**src/rtl/async_tx_pkg.sv**
```systemverilog
package async_tx_pkg;

  localparam int CTRL_ADDR = 0;
  localparam int DATA_ADDR = 1;
  localparam int STAT_ADDR = 2;

  localparam int STAT_MPB_BIT  = 0;
  localparam int STAT_END_BIT  = 1;
  localparam int STAT_TDRE_BIT = 2;

  typedef enum logic [2:0] {
    ST_IDLE  = 3'd0,
    ST_START = 3'd1,
    ST_DATA  = 3'd2,
    ST_MPB   = 3'd3,
    ST_STOP  = 3'd4
  } txState_e;

  typedef struct packed {
    logic emitStart;
    logic emitData;
    logic emitMpb;
    logic emitStop;
    logic forceIdle;
  } txStrobe_t;

endpackage

```
**src/rtl/async_tx_ctrl.sv**
```systemverilog
module async_tx_ctrl
  import async_tx_pkg::*;
#(
  parameter int DATA_W = 8,
  parameter int ADDR_W = 2
) (
  input  logic              clk,
  input  logic              rstN,
  input  logic              baudTick,
  input  logic [ADDR_W-1:0] addr,
  input  logic              wrEn,
  input  logic              rdEn,
  input  logic [2:0]        wrBits,
  input  logic              dmaWrEn,
  output txStrobe_t         stb,
  output logic              tdre,
  output logic              tend,
  output logic              mpbt,
  output logic              txOn,
  output logic              mpMode
);

  localparam int CNT_W = (DATA_W > 1) ? $clog2(DATA_W) : 1;
  localparam logic [CNT_W-1:0] LAST_BIT = CNT_W'(DATA_W - 1);

  logic ctrlWr, stWr, stRd, swClear;
  logic armed, loadEvt, endEvt;
  txState_e state, stateNext;
  logic [CNT_W-1:0] bitCnt, bitCntNext;

  assign ctrlWr  = wrEn && (addr == ADDR_W'(CTRL_ADDR));
  assign stWr    = wrEn && (addr == ADDR_W'(STAT_ADDR));
  assign stRd    = rdEn && (addr == ADDR_W'(STAT_ADDR));
  assign swClear = stWr && !wrBits[STAT_TDRE_BIT] && armed;

  // frame sequencing
  always_comb begin
    stateNext  = state;
    bitCntNext = bitCnt;
    stb        = '0;
    loadEvt    = 1'b0;
    endEvt     = 1'b0;
    if (!txOn) begin
      stateNext     = ST_IDLE;
      bitCntNext    = '0;
      stb.forceIdle = 1'b1;
    end else if (baudTick) begin
      case (state)
        ST_IDLE: begin
          if (!tdre) begin
            stateNext     = ST_START;
            stb.emitStart = 1'b1;
            loadEvt       = 1'b1;
          end
        end
        ST_START: begin
          stateNext    = ST_DATA;
          bitCntNext   = '0;
          stb.emitData = 1'b1;
        end
        ST_DATA: begin
          if (bitCnt == LAST_BIT) begin
            if (mpMode) begin
              stateNext   = ST_MPB;
              stb.emitMpb = 1'b1;
            end else begin
              stateNext    = ST_STOP;
              stb.emitStop = 1'b1;
            end
          end else begin
            bitCntNext   = bitCnt + 1'b1;
            stb.emitData = 1'b1;
          end
        end
        ST_MPB: begin
          stateNext    = ST_STOP;
          stb.emitStop = 1'b1;
        end
        ST_STOP: begin
          if (!tdre) begin
            stateNext     = ST_START;
            stb.emitStart = 1'b1;
            loadEvt       = 1'b1;
          end else begin
            stateNext = ST_IDLE;
            endEvt    = 1'b1;
          end
        end
        default: stateNext = ST_IDLE;
      endcase
    end
  end

  always_ff @(posedge clk or negedge rstN) begin
    if (!rstN) begin
      state  <= ST_IDLE;
      bitCnt <= '0;
    end else begin
      state  <= stateNext;
      bitCnt <= bitCntNext;
    end
  end

  // status flags and control bits
  always_ff @(posedge clk or negedge rstN) begin
    if (!rstN) begin
      armed  <= 1'b0;
      tdre   <= 1'b1;
      tend   <= 1'b1;
      mpbt   <= 1'b0;
      txOn   <= 1'b0;
      mpMode <= 1'b0;
    end else begin
      if (stWr || dmaWrEn)      armed <= 1'b0;
      else if (stRd && tdre)    armed <= 1'b1;

      if (swClear || dmaWrEn)   tdre <= 1'b0;
      else if (loadEvt)         tdre <= 1'b1;

      if (!txOn)                tend <= 1'b1;
      else if (swClear || dmaWrEn) tend <= 1'b0;
      else if (endEvt)          tend <= 1'b1;

      if (stWr)   mpbt <= wrBits[STAT_MPB_BIT];
      if (ctrlWr) begin
        txOn   <= wrBits[0];
        mpMode <= wrBits[1];
      end
    end
  end

  p_tend_off_r9: assert property (@(posedge clk) disable iff (!rstN)
    !txOn |=> tend);

  p_dma_clear_r7: assert property (@(posedge clk) disable iff (!rstN)
    (dmaWrEn && txOn) |=> (!tdre && !tend));

  p_load_sets_r5: assert property (@(posedge clk) disable iff (!rstN)
    (loadEvt && !dmaWrEn && !swClear) |=> tdre);

  p_tend_ro_r10: assert property (@(posedge clk) disable iff (!rstN)
    (stWr && !armed && !dmaWrEn && !baudTick && txOn) |=> $stable(tend));

  p_arm_needed_r6: assert property (@(posedge clk) disable iff (!rstN)
    (stWr && !armed && !dmaWrEn && !loadEvt) |=> $stable(tdre));

  p_one_strobe_r2: assert property (@(posedge clk) disable iff (!rstN)
    $onehot0({stb.emitStart, stb.emitData, stb.emitMpb, stb.emitStop, stb.forceIdle}));

endmodule

```
**src/rtl/async_tx_dp.sv**
```systemverilog
module async_tx_dp
  import async_tx_pkg::*;
#(
  parameter int DATA_W = 8,
  parameter int ADDR_W = 2
) (
  input  logic              clk,
  input  logic              rstN,
  input  txStrobe_t         stb,
  input  logic [ADDR_W-1:0] addr,
  input  logic              wrEn,
  input  logic [DATA_W-1:0] wrData,
  input  logic              dmaWrEn,
  input  logic [DATA_W-1:0] dmaWrData,
  input  logic              tdre,
  input  logic              tend,
  input  logic              mpbt,
  input  logic              txOn,
  input  logic              mpMode,
  output logic [DATA_W-1:0] rdData,
  output logic              txLine
);

  logic [DATA_W-1:0] holdReg, shiftReg;

  always_ff @(posedge clk or negedge rstN) begin
    if (!rstN) begin
      holdReg <= '0;
    end else if (dmaWrEn) begin
      holdReg <= dmaWrData;
    end else if (wrEn && (addr == ADDR_W'(DATA_ADDR))) begin
      holdReg <= wrData;
    end
  end

  always_ff @(posedge clk or negedge rstN) begin
    if (!rstN) begin
      shiftReg <= '0;
      txLine   <= 1'b1;
    end else begin
      if (stb.forceIdle) begin
        txLine <= 1'b1;
      end else if (stb.emitStart) begin
        txLine   <= 1'b0;
        shiftReg <= holdReg;
      end else if (stb.emitData) begin
        txLine   <= shiftReg[0];
        shiftReg <= shiftReg >> 1;
      end else if (stb.emitMpb) begin
        txLine <= mpbt;
      end else if (stb.emitStop) begin
        txLine <= 1'b1;
      end
    end
  end

  always_comb begin
    rdData = '0;
    if (addr == ADDR_W'(CTRL_ADDR)) begin
      rdData[0] = txOn;
      rdData[1] = mpMode;
    end else if (addr == ADDR_W'(DATA_ADDR)) begin
      rdData = holdReg;
    end else if (addr == ADDR_W'(STAT_ADDR)) begin
      rdData[STAT_MPB_BIT]  = mpbt;
      rdData[STAT_END_BIT]  = tend;
      rdData[STAT_TDRE_BIT] = tdre;
    end
  end

  p_start_low_r2: assert property (@(posedge clk) disable iff (!rstN)
    stb.emitStart |=> !txLine);

  p_idle_line_r11: assert property (@(posedge clk) disable iff (!rstN)
    stb.forceIdle |=> txLine);

  p_stop_high_r2: assert property (@(posedge clk) disable iff (!rstN)
    stb.emitStop |=> txLine);

endmodule

```
**src/rtl/async_tx_flags.sv**
```systemverilog
module async_tx_flags
  import async_tx_pkg::*;
#(
  parameter int DATA_W = 8,
  parameter int ADDR_W = 2
) (
  input  logic              clk,
  input  logic              rstN,
  input  logic              baudTick,
  input  logic [ADDR_W-1:0] busAddr,
  input  logic              busWrEn,
  input  logic              busRdEn,
  input  logic [DATA_W-1:0] busWrData,
  output logic [DATA_W-1:0] busRdData,
  input  logic              dmaWrEn,
  input  logic [DATA_W-1:0] dmaWrData,
  output logic              txLine
);

  txStrobe_t stb;
  logic tdre, tend, mpbt, txOn, mpMode;

  async_tx_ctrl #(.DATA_W(DATA_W), .ADDR_W(ADDR_W)) u_ctrl (
    .clk(clk), .rstN(rstN), .baudTick(baudTick),
    .addr(busAddr), .wrEn(busWrEn), .rdEn(busRdEn),
    .wrBits(busWrData[2:0]), .dmaWrEn(dmaWrEn),
    .stb(stb), .tdre(tdre), .tend(tend), .mpbt(mpbt),
    .txOn(txOn), .mpMode(mpMode)
  );

  async_tx_dp #(.DATA_W(DATA_W), .ADDR_W(ADDR_W)) u_dp (
    .clk(clk), .rstN(rstN), .stb(stb),
    .addr(busAddr), .wrEn(busWrEn), .wrData(busWrData),
    .dmaWrEn(dmaWrEn), .dmaWrData(dmaWrData),
    .tdre(tdre), .tend(tend), .mpbt(mpbt), .txOn(txOn), .mpMode(mpMode),
    .rdData(busRdData), .txLine(txLine)
  );

endmodule

```
**config.mk**
```make
export PLATFORM = sky130hd
export DESIGN_NAME = async_tx_flags
export DESIGN_NICKNAME = d
export VERILOG_FILES = /design/src/rtl/async_tx_pkg.sv /design/src/rtl/async_tx_ctrl.sv /design/src/rtl/async_tx_dp.sv /design/src/rtl/async_tx_flags.sv
export SDC_FILE = /design/constraint.sdc
export NUM_CORES = 1
export LEC_CHECK = 0
export ABC_AREA = 1
export BUFFER_PORTS_ARGS = -buffer_cell sky130_fd_sc_hd__buf_2
export CELL_PAD_IN_SITES_DETAIL_PLACEMENT = 0
export CELL_PAD_IN_SITES_GLOBAL_PLACEMENT = 1
export CORE_MARGIN = 1.5
export CORE_UTILIZATION = 45
export CTS_BUF_LIST = sky130_fd_sc_hd__clkbuf_4
export DETAILED_ROUTE_END_ITERATION = 8
export GPL_ROUTABILITY_DRIVEN = 0
export PLACE_DENSITY = 0.93
export SLEW_MARGIN = 20
export SYNTH_ARGS = -nofsm -noshare
export SYNTH_HDL_FRONTEND = slang
export SYNTH_HIERARCHICAL = 1
export SYNTH_SLANG_ARGS = --single-unit
```
**constraint.sdc**
```tcl
create_clock -name clk -period 2.6 [get_ports clk]
set_input_delay 0.13 -clock clk [delete_from_list [all_inputs] [get_ports clk]]
set_output_delay 0.13 -clock clk [all_outputs]
set_load 0.005 [all_outputs]
```
; ---- Yosys cells after proc, flatten, opt, wreduce, memory -nomap -nowiden
; Cells that the tools add are included.
; Widths: inputs -> output; s select.
[classes]
addsub = 1
n_mul = 0
div_mod_pow = 0
order_cmp = 0
eq_ne = 14
shifts = 0
n_mux = 49
bitwise = 0
n_reduce_logical = 20
[op_table]
columns = op, count
row1 = $mux 8, 4
row2 = $mux 3, 10
row3 = $mux 1, 25
row4 = $ne 3x3->1 const B, 5
row5 = $pmux 3 s5, 1
row6 = $mux 4, 2
row7 = $reduce_bool 2->1, 4
row8 = $logic_and 1x1->1, 7
row9 = $eq 3x2->1 const B, 2
row10 = $eq 3x3->1 const B, 2
row11 = $mux 6, 1
row12 = $pmux 3 s2, 1
row13 = $reduce_and 3->1, 2
row14 = $mux 5, 1
row15 = $ne 5x5->1 const B, 1
row16 = $mux 2, 2
row17 = $pmux 1 s2, 2
row18 = $add 3x1->3 const B, 1
row19 = $eq 3x1->1 const B, 1
row20 = $logic_not 3->1, 1
row21 = $eq 2x1->1 const B, 1
row22 = $eq 2x2->1 const B, 1
row23 = $logic_not 2->1, 1
row24 = $logic_or 1x1->1, 2
row25 = other kinds (4), 4
[totals]
regBits = 29
latchBits = 0
ram_bits = 0
romBits = 0
out_inout_bits = 9
memories = 0

; ---- Longest topological paths before layout
; Gate-level depths: netlist of run 1.
[depth]
depth_word = 10
mapped_depth = 10
ltp_nobuf = 9

; ---- Cells and area by module
; Netlist of run 1, hierarchy kept.
[modules_own_cells]
columns = module, instances, cells_each, area_per_inst_um2
row1 = async_tx_dp, 1, 149, 1062.3
row2 = async_tx_ctrl, 1, 97, 752.0

; ---- Least setup slack after synthesis of run 1
; OpenSTA, ideal clock, no wires.
[synth_path]
kind = register -> register
startpoint = register u_ctrl.bitCnt[0]
endpoint = register u_dp.shiftReg[5]
setup_time_ns = 0.074
arrival_time_ns = 1.643
required_time_ns = 2.526
path_slack_ns = 0.883
path_stages_with_launch = 10
path_buffers = 1
path_cell_list = dfrtp_1 > ha_1 > ha_1 > o21a_1 > nor2_1 > nor2_4 > nor2_4 > buf_8 > nand2_2 > o21ai_2
[synth_lines]
columns = item, line
row1 = from (decl), async_tx_ctrl.sv:29  ; logic [CNT_W-1:0] bitCnt, bitCntNext;
row2 = from (signal assigned), async_tx_ctrl.sv:100  ; bitCnt <= bitCntNext;
row3 = to (signal assigned), async_tx_dp.sv:45  ; shiftReg <= holdReg;
row4 = to (signal assigned), async_tx_dp.sv:48  ; shiftReg <= shiftReg >> 1;
row5 = to (decl), async_tx_dp.sv:24  ; logic [DATA_W-1:0] holdReg, shiftReg;

==> results summary, run 1 <==
The run finished with clean final reports. In this run the worst hold path is classified as in2reg. Including well taps, the total number of placed cells is 321. The count of buffers from port buffering came out at 32. The later pin in the worst-skew pair is clocked with a latency of around 0.33 ns. The launching point of the worst reg2reg path is u_ctrl/bitCnt[0]$_DFFE_PN0P_. The share of total power dissipated in the clock network is a little over a fifth. The post-CTS setup-driven buffer insertion count is 0. The data required time at the worst endpoint is between 2 and 3 ns. By area the synthesized netlist is led by dfrtp_1, nand2_1, nand3_1, inv_1, dfstp_2. The worst setup margin is 0.6241 ns. The number of distinct library cell variants in the gate-level netlist after synthesis came out at 30. The total via count after detailed routing is 1621. The die height came out at between 60 and 70 microns. The initial antenna violation count came out at 0. The repair_antennas step left the layout with diodes totalling 0. For the final routed database, the setup TNS stands at 0 ns. The worst hold path terminates at u_ctrl/armed$_DFFE_PN0P_. Summed over all cells, the static leakage comes to around 1.1 nW.

Clock skew on the completed layout was measured at 0.009781 ns. The portion of the clock cycle consumed by the worst path in the final layout came out at between 70 and 80%. The wire length of the first global-routing pass is 6410 microns. TritonCTS built the clock tree. The worst-case IR drop observed on VDD is 295.3 uV. The detailed router finished its first iteration with 71 violations. The largest stage delay on the critical path came out at 0.41 ns. The CTS root buffer is clkbuf_4. The core region is ~3800 sq um. Setup repair after global routing left no endpoint under its margin. The number of synthesized register bits is 29. The number of nets in the synthesized netlist is 272.

The worst hold path cell count came out at 3. The fraction of final layout cells sized beyond drive strength 1 came out at 26.60%. The cell area power density came out at 643.3 nW/um^2. The detail-routed net length per standard cell came out at 10.95 microns.

The critical path goes through ha_1, ha_1, o21a_1, nor2_1, nor2_4, nor2_4, nand2_1, o21ai_2. The smallest clock period supported by the final layout is computed as around 2.0 ns. The number of standard-cell rows in the floorplan is 22. The depth of the worst register-to-register path came out at 8. The post-detailed-route DRC marker count is 0. The effective utilization at floorplan is 48.11%. The half-perimeter wire length of the detailed placement result is 2688 microns. The H-tree depth is 2.

The worst register-to-register path ends at u_dp/shiftReg[2]$_DFFE_PN0P_. The worst setup path is captured at a register. In the global route stage, overall resource usage came out at 18.97%. The startpoint class of the critical path is a register. The part of the power in combinational logic came out at 32.4%.

The post-synthesis instance total is 246. The critical-path maximum fanout is 15. The synthesized design spends more area on one cell type than any other, namely dfrtp_1. The power share of the sequential group came out at a little under half.

In this run the most critical hold path is launched from busRdEn. The count of pins over their slew limit was 0. The via count of the first global-routing pass is between 1000 and 1500. The average cell area after synthesis is approximately 7.4 sq um. The aggregate routed wire length came out at 3614 microns. After clock tree synthesis, the clock-pin slew on the worst setup and hold paths is approximately 0.090 ns. The number of antenna-violating nets in the routed design is 0. In this run the power spent charging and discharging nets is approximately 0.48 mW. Counting the fill cells in the layout gives 359. The I/O pin count came out at 33. The path type of the worst setup path is reg2reg. The register-to-register setup slack came out at 0.62 ns. Internal power comes to 0.8479 mW.

The post-synthesis instance area is roughly 1800 sq um. The growth of design area from synthesis to finish is 13.59%. The full die area came out at 4422 sq um. Headroom to the max-slew limit came out at 56.28%. The pin slew with the least headroom to its limit is 0.6558 ns.

The largest net degree at the start of global routing is 30. The worst hold margin came out at 0.05647 ns. The tree built by TritonCTS fans out to 29 sinks. The final net count is just over 300. The peak clock frequency supported by timing is ~0.51 GHz.

The die width is 66.50 microns. The final setup violation count is 0. Among all stages on the critical path, the largest delay is contributed by dfrtp_1. The worst endpoint data arrival time is 2.24 ns.

The number of search-and-repair iterations in the first detailed-routing pass came out at 4. Yosys printed 6 warnings. The portion of the post-synthesis area used by sequential elements is about 40%. The number of max-capacitance violations reported came out at 0. The average via count per standard cell came out at 4.912. In this run the biggest area consumer among cell types represents between 30% and 40% of the synthesized area. Buffers inserted during clock tree synthesis total 5. The number of buffers on the longest clock path came out at 2. Global routing finished with a remaining overflow of 0. The total power of the final layout is 1.326 mW. In this run switching power makes up 36.04% of total power. The pre-CTS worst setup slack is between 0.6 and 0.7 ns. The count of placed standard cells in the final layout, fillers left out came out at 330. The final hold violation count came out at 0.
-- metal layers --
layer / share of wire (%) / up-vias / track usage [%]
li1: - / 852 / -
met4: 1.3 / 0 / 7.908
met2: 43 / 43 / 28.13
met3: 5.4 / 5 / 4.561
met1: 50 / 721 / 26.39
met5: 0 / - / 0
-- power by group through the flow --
stage          clock network [mW]  registers [mW]  logic, mW
3_3_place_gp                    0           0.628      0.426
6_report                    0.276           0.620      0.429
2_1_floorplan                   0           0.605      0.353
3_5_place_dp                    0           0.630      0.427
4_1_cts                     0.286           0.622      0.431
5_1_grt                     0.304           0.635      0.490
-- critical path, delay by kind of cell, from the launching register on --
kind / cells / cell delay [ns]
adder cells (fa/ha/maj): 2 / 0.43
AO/OA/AOI/OAI: 2 / 0.27
AND/OR/NAND/NOR: 4 / 0.82
flip-flops: 1 / 0.41
-- synth_stat cells --
| master | instances |
|---|---|
| buf_4 | 3 |
| o21ai_0 | 10 |
| mux2_2 | 1 |
| nor2_1 | 16 |
| dfrtp_1 | 26 |
| o21ai_2 | 8 |
| nand3_1 | 25 |
| buf_8 | 1 |
| o21a_1 | 1 |
| inv_1 | 28 |
| nand2_1 | 85 |
| inv_4 | 1 |
| dfstp_2 | 3 |
| nor3b_1 | 1 |
| nor2_2 | 2 |
| a211oi_1 | 1 |
| inv_2 | 4 |
| nand2_2 | 4 |
| buf_6 | 1 |
| nand4_1 | 1 |
| ha_1 | 2 |
| nand3b_1 | 1 |
| a21oi_1 | 6 |
| o2111ai_1 | 1 |
| o21bai_1 | 1 |
| nand2_4 | 1 |
| buf_2 | 1 |
| nand3_2 | 5 |
| nor4_1 | 1 |
| nor2_4 | 5 |
-- through the flow --
stage	util, %	cell area [sq um]
2_1_floorplan	-	1814
3_3_place_gp	52.89	1994
3_5_place_dp	52.89	1994
4_1_cts	54.64	2061
5_1_grt	54.64	2061
6_report	54.64	2061
-- cells in the final DEF, fill, tap and decap left out --
| master | count |
|---|---|
| nand3_2 | 5 |
| clkbuf_4 | 7 |
| dlygate4sd3_1 | 1 |
| buf_4 | 1 |
| dfstp_2 | 3 |
| inv_1 | 28 |
| nand4_1 | 1 |
| nor2_4 | 5 |
| o21ai_2 | 8 |
| nand2_2 | 4 |
| a21oi_1 | 6 |
| dfrtp_1 | 26 |
| o2111ai_1 | 1 |
| inv_4 | 1 |
| nor2_2 | 2 |
| o21a_1 | 1 |
| nand2_4 | 1 |
| nand3_1 | 25 |
| buf_2 | 32 |
| o21ai_0 | 10 |
| nor4_2 | 1 |
| nor3b_1 | 1 |
| ha_1 | 2 |
| nand2_1 | 85 |
| nand3b_1 | 1 |
| inv_2 | 4 |
| o21bai_1 | 1 |
| mux2_2 | 1 |
| a211oi_1 | 1 |
| clkinv_1 | 1 |
| nor2_1 | 16 |
-- sequential cells by signal, indices dropped and copies added (netlist names) --
| name | cells |
|---|---|
| u_dp/txLine | 1 |
| u_ctrl/state | 3 |
| u_ctrl/tend | 1 |
| u_ctrl/armed | 1 |
| u_dp/holdReg | 8 |
| u_ctrl/bitCnt | 3 |
| u_ctrl/mpbt | 1 |
| u_ctrl/mpMode | 1 |
| u_dp/shiftReg | 8 |
| u_ctrl/tdre | 1 |
| u_ctrl/txOn | 1 |
-- worst max path at each step --
stage                                            start                           end  slack (ns)  cells after the start
after detailed placement  u_ctrl/bitCnt[0]$_DFFE_PN0P_  u_dp/shiftReg[4]$_DFFE_PN0P_        0.65                      8
after global routing      u_ctrl/bitCnt[0]$_DFFE_PN0P_  u_dp/shiftReg[2]$_DFFE_PN0P_        0.46                      8
after floorplan           u_ctrl/bitCnt[0]$_DFFE_PN0P_  u_dp/shiftReg[5]$_DFFE_PN0P_        0.88                      9
final                     u_ctrl/bitCnt[0]$_DFFE_PN0P_  u_dp/shiftReg[2]$_DFFE_PN0P_        0.62                      8
after global placement    u_ctrl/bitCnt[0]$_DFFE_PN0P_  u_dp/shiftReg[0]$_DFFE_PN0P_        0.69                      8
after CTS                 u_ctrl/bitCnt[0]$_DFFE_PN0P_  u_dp/shiftReg[3]$_DFFE_PN0P_        0.61                      8
-- area by class of cell --
| class | instances | area [sq um] | share of cell area [%] |
|---|---|---|---|
| multi-input cells | 178 | 910.9 | 44.20 |
| flip-flops and latches | 29 | 729.5 | 35.40 |
| repair buffers | 34 | 177.7 | 8.622 |
| inverters | 33 | 126.4 | 6.132 |
| well taps | 48 | 60.06 | 2.914 |
| clock buffers | 7 | 52.55 | 2.550 |
| clock inverters | 1 | 3.754 | 0.1821 |
-- logic make-up after synthesis --
| kind of cell | Yosys count | share of synthesized area, % |
|---|---|---|
| and+or+nand+nor | 147 | 37.86 |
| adders and majority gates | 2 | 1.379 |
| AOI/OAI and AO/OA | 28 | 10.00 |
| DFF | 29 | 40.21 |
| buffers and inverters | 39 | 9.930 |
| muxes | 1 | 0.6206 |
-- repair_timing --
action                                 in CTS  in global routing
gates resized for setup                     0                  0
hold buffers                                1                  0
endpoints found under the hold margin      26                  0
Power figures use the tool's default switching activity.
==> inputs of run 2 (changes only) <==
--- a/config.mk
+++ b/config.mk
@@ -10,11 +10,11 @@
 export CELL_PAD_IN_SITES_DETAIL_PLACEMENT = 0
 export CELL_PAD_IN_SITES_GLOBAL_PLACEMENT = 1
 export CORE_MARGIN = 1.5
-export CORE_UTILIZATION = 45
+export CORE_UTILIZATION = 37
 export CTS_BUF_LIST = sky130_fd_sc_hd__clkbuf_4
 export DETAILED_ROUTE_END_ITERATION = 8
 export GPL_ROUTABILITY_DRIVEN = 0
-export PLACE_DENSITY = 0.93
+export PLACE_DENSITY = 0.82
 export SLEW_MARGIN = 20
 export SYNTH_ARGS = -nofsm -noshare
 export SYNTH_HDL_FRONTEND = slang
==> constraint.sdc (replaced) <==
create_clock -name clk -period 1.8 [get_ports clk]
set_input_delay 0.09 -clock clk [delete_from_list [all_inputs] [get_ports clk]]
set_output_delay 0.09 -clock clk [all_outputs]
set_load 0.005 [all_outputs]
==> results summary, run 2 (synthesis results as in run 1) <==
The critical path buffer and inverter count is 1 (+1). The aggregate routed wire length came out at 3889 microns (+7.6%). The launching point of the worst reg2reg path is u_ctrl/bitCnt[0]$_DFFE_PN0P_. The initial antenna violation count came to 0 (unchanged). The final setup violation count came out at 0 (unchanged). The detail-routed net length per standard cell came to 10.99 microns (+0.31%). The largest stage delay on the critical path came out at 0.40 ns (about the same). The die height is 73.03 microns (+9.8%). The number of buffers on the longest clock path came out at 2 (unchanged). The wire length of the first global-routing pass came to 6872 microns (+7.2%). The total via count after detailed routing came out at 1601 (-1.2%).

The full die area came out at 5333 sq um (+21%). The average via count per standard cell was 4.523 (-7.9%). The sum of overflow across all layers after global routing was 0 (unchanged).

The number of inserted filler cells in the final layout came out at 502 (+40%). The register clock-pin slew on the reported worst setup and hold paths came out at 0.09 ns (about the same). The post-detailed-route DRC marker count is 0 (unchanged). The via count of the first global-routing pass is 1532 (+2.8%).

The growth of design area from synthesis to finish is 18.28%. The total power of the final layout came to 1.973 mW (+49%). The worst hold margin is 0.007920 ns (-0.04855 ns). The sort of element at the end of the critical path is a register.

In this run the clock root is driven by a clkbuf_4. The leakage power is 1.130 nW (+2.8%). The final setup TNS came to 0 ns (unchanged). In this run the worst setup path terminates at u_dp/shiftReg[1]$_DFFE_PN0P_. The effective utilization at floorplan came out at 38.41% (-9.7 points). On the critical path the largest part of the delay comes from adder cells. The depth of the worst register-to-register path is 9 (+1). The worst setup path is launched from a register. The maximum ir drop on the vdd rail is 369.3 uV (+25%). The peak clock frequency supported by timing is 0.5925 GHz (+17%). The number of buffers created by CTS came out at 5 (unchanged). The register-to-register setup slack was 0.11 ns (-0.51 ns).

The I/O pin count is 33 (unchanged). The H-tree depth is 2 (unchanged). Setup repair after global routing left no endpoint under its margin. The total clock sinks is 29 (unchanged).

The fraction of final layout cells sized beyond drive strength 1 is 28.22% (+1.6 points). The die width came out at 73.03 microns (+9.8%). The number of antenna-violating nets in the routed design came out at 0 (unchanged). The overall routing resource usage is 16.93% (-2.0 points). The cell area power density is 919.6 nW/um^2 (+43%). The number of standard-cell rows in the floorplan is 25 (+14%). The library cells used most frequently in the layout, excluding fill and tap cells, are nand2_1, buf_2, inv_1. Walking the worst path, the cells encountered are ha_1, ha_1, o21a_1, nor2_4, nor2_4, nor2_4, buf_12, nand2_1, o21ai_2. The data required time at the worst endpoint is 2.08 ns (-0.79 ns). The count of buffers from port buffering came out at 32 (unchanged). The minimum clock period is 1.688 ns (-0.2882 ns). The post-CTS setup-driven buffer insertion count was 0 (unchanged).

By instance count, the cell type seen most on the critical path is nor2_4. The worst endpoint data arrival time was 1.97 ns (-0.27 ns). The starting DRC count in detailed routing came out at 67 (-5.6%). The largest net degree at the start of global routing was 30 (unchanged). TritonCTS built the clock tree.

The count of pins over their slew limit is 0 (unchanged). The utilization after layout is 45.43% (-9.2 points). In this run the worst setup path begins at u_ctrl/bitCnt[0]$_DFFE_PN0P_. The half-perimeter wire length of the detailed placement result came out at 2846 microns (+5.9%).

The cell area after layout was 2146 sq um (+4.1%). The final hold violation count came out at 0 (unchanged). The cell area after placement came out at 2061 sq um (+3.3%). The number of max-capacitance violations reported is 0 (unchanged). The final net count is 312 (+1.6%). The largest registers in the layout are u_dp/holdReg (8), u_dp/shiftReg (8).

The number of search-and-repair iterations in the first detailed-routing pass came out at 5 (+1). The run finished with clean final reports. The number of antenna cells inserted came out at 0 (unchanged). The worst register-to-register path ends at u_dp/shiftReg[1]$_DFFE_PN0P_. The headroom to the max-slew limit is 55.98% (-0.30 points). The total stage count of the critical path came out at 9 (+1). The pin slew with the least headroom to its limit came out at 0.6603 ns (+0.004550 ns). The path type of the worst setup path is reg2reg. Leaving out fill and tap cells, the most frequent cell in the layout is nand2_1. Among all stages on the critical path, the largest delay is contributed by dfrtp_1. The worst hold path belongs to the class in2reg. The critical-path maximum fanout was 15 (unchanged).

The placeable core area is 4723 sq um (+25%). The worst clock skew on the final layout was 0.004529 ns (-0.005252 ns). The portion of the clock cycle consumed by the worst path in the final layout came out at 93.76% (+18 points). The clock insertion delay at the later pin of the skew report came out at 0.34 ns (about the same).
run 2: cell count changes in the layout (fill, tap and decap cells not counted), sizes merged:
| cell | delta |
|---|---|
| buf | +4 |
| dlygate4sd3 | +1 |
run 2: repair_timing:
item                                    in CTS  in global routing
hold buffers                                 2                  0
resized for setup                            0                  2
hold endpoints to repair                    27                  0
endpoints found under the setup margin       0                  8
run 2: cell type report:
| cell class | instances | area, sq um | share of cell area, % |
|---|---|---|---|
| clock buffer | 7 | 52.55 | 2.449 |
| clock inverter | 1 | 5.005 | 0.2332 |
| timing repair buffer | 39 | 230.2 | 10.73 |
| sequential | 29 | 729.5 | 33.99 |
| inverter | 33 | 126.4 | 5.889 |
| multi-input combinational | 178 | 918.4 | 42.80 |
| tap | 67 | 83.83 | 3.907 |
run 2: metal layers:
layer	wire, microns	vias up	share of wire (%)	GRT usage (%)
met5	0	-	0	0
met4	81	0	2.1	7.547
met3	154	6	4.0	4.144
met2	1775	36	46	26.16
met1	1878	697	48	22.38
li1	-	862	-	-
run 2: through the flow:
stage	setup slack, ns	cells
2_1_floorplan	0.08269	246
3_3_place_gp	0.09788	344
3_5_place_dp	0.06644	344
4_1_cts	0.03238	354
5_1_grt	0.001289	354
6_report	0.1123	354
run 2: how the worst min path moves through the flow:
stage               startpoint                            to  cells after the start  slack (ns)
detailed placement        rstN  u_ctrl/bitCnt[2]$_DFFE_PN0P_                      1        0.17
global placement          rstN  u_ctrl/bitCnt[2]$_DFFE_PN0P_                      1        0.16
global route           busRdEn      u_ctrl/armed$_DFFE_PN0P_                      3        0.01
finish                 busRdEn      u_ctrl/armed$_DFFE_PN0P_                      3       0.008
floorplan                 rstN      u_ctrl/armed$_DFFE_PN0P_                      0       -0.21
CTS                    busRdEn      u_ctrl/armed$_DFFE_PN0P_                      3       0.006
run 2: power breakdown:
group / leakage, nW / switching, mW / total, mW / internal (mW)
combinational: 0.731 / 0.396 / 0.662 / 0.265
clock: 0.0361 / 0.240 / 0.422 / 0.182
sequential: 0.364 / 0.0902 / 0.890 / 0.799
run 2: worst register-to-register path, cell delays in order (launching register included):
cell	delay [ns]
dfrtp_1	0.40
ha_1	0.20
ha_1	0.22
o21a_1	0.22
nor2_4	0.12
nor2_4	0.06
nor2_4	0.12
buf_12	0.16
nand2_1	0.08
o21ai_2	0.06
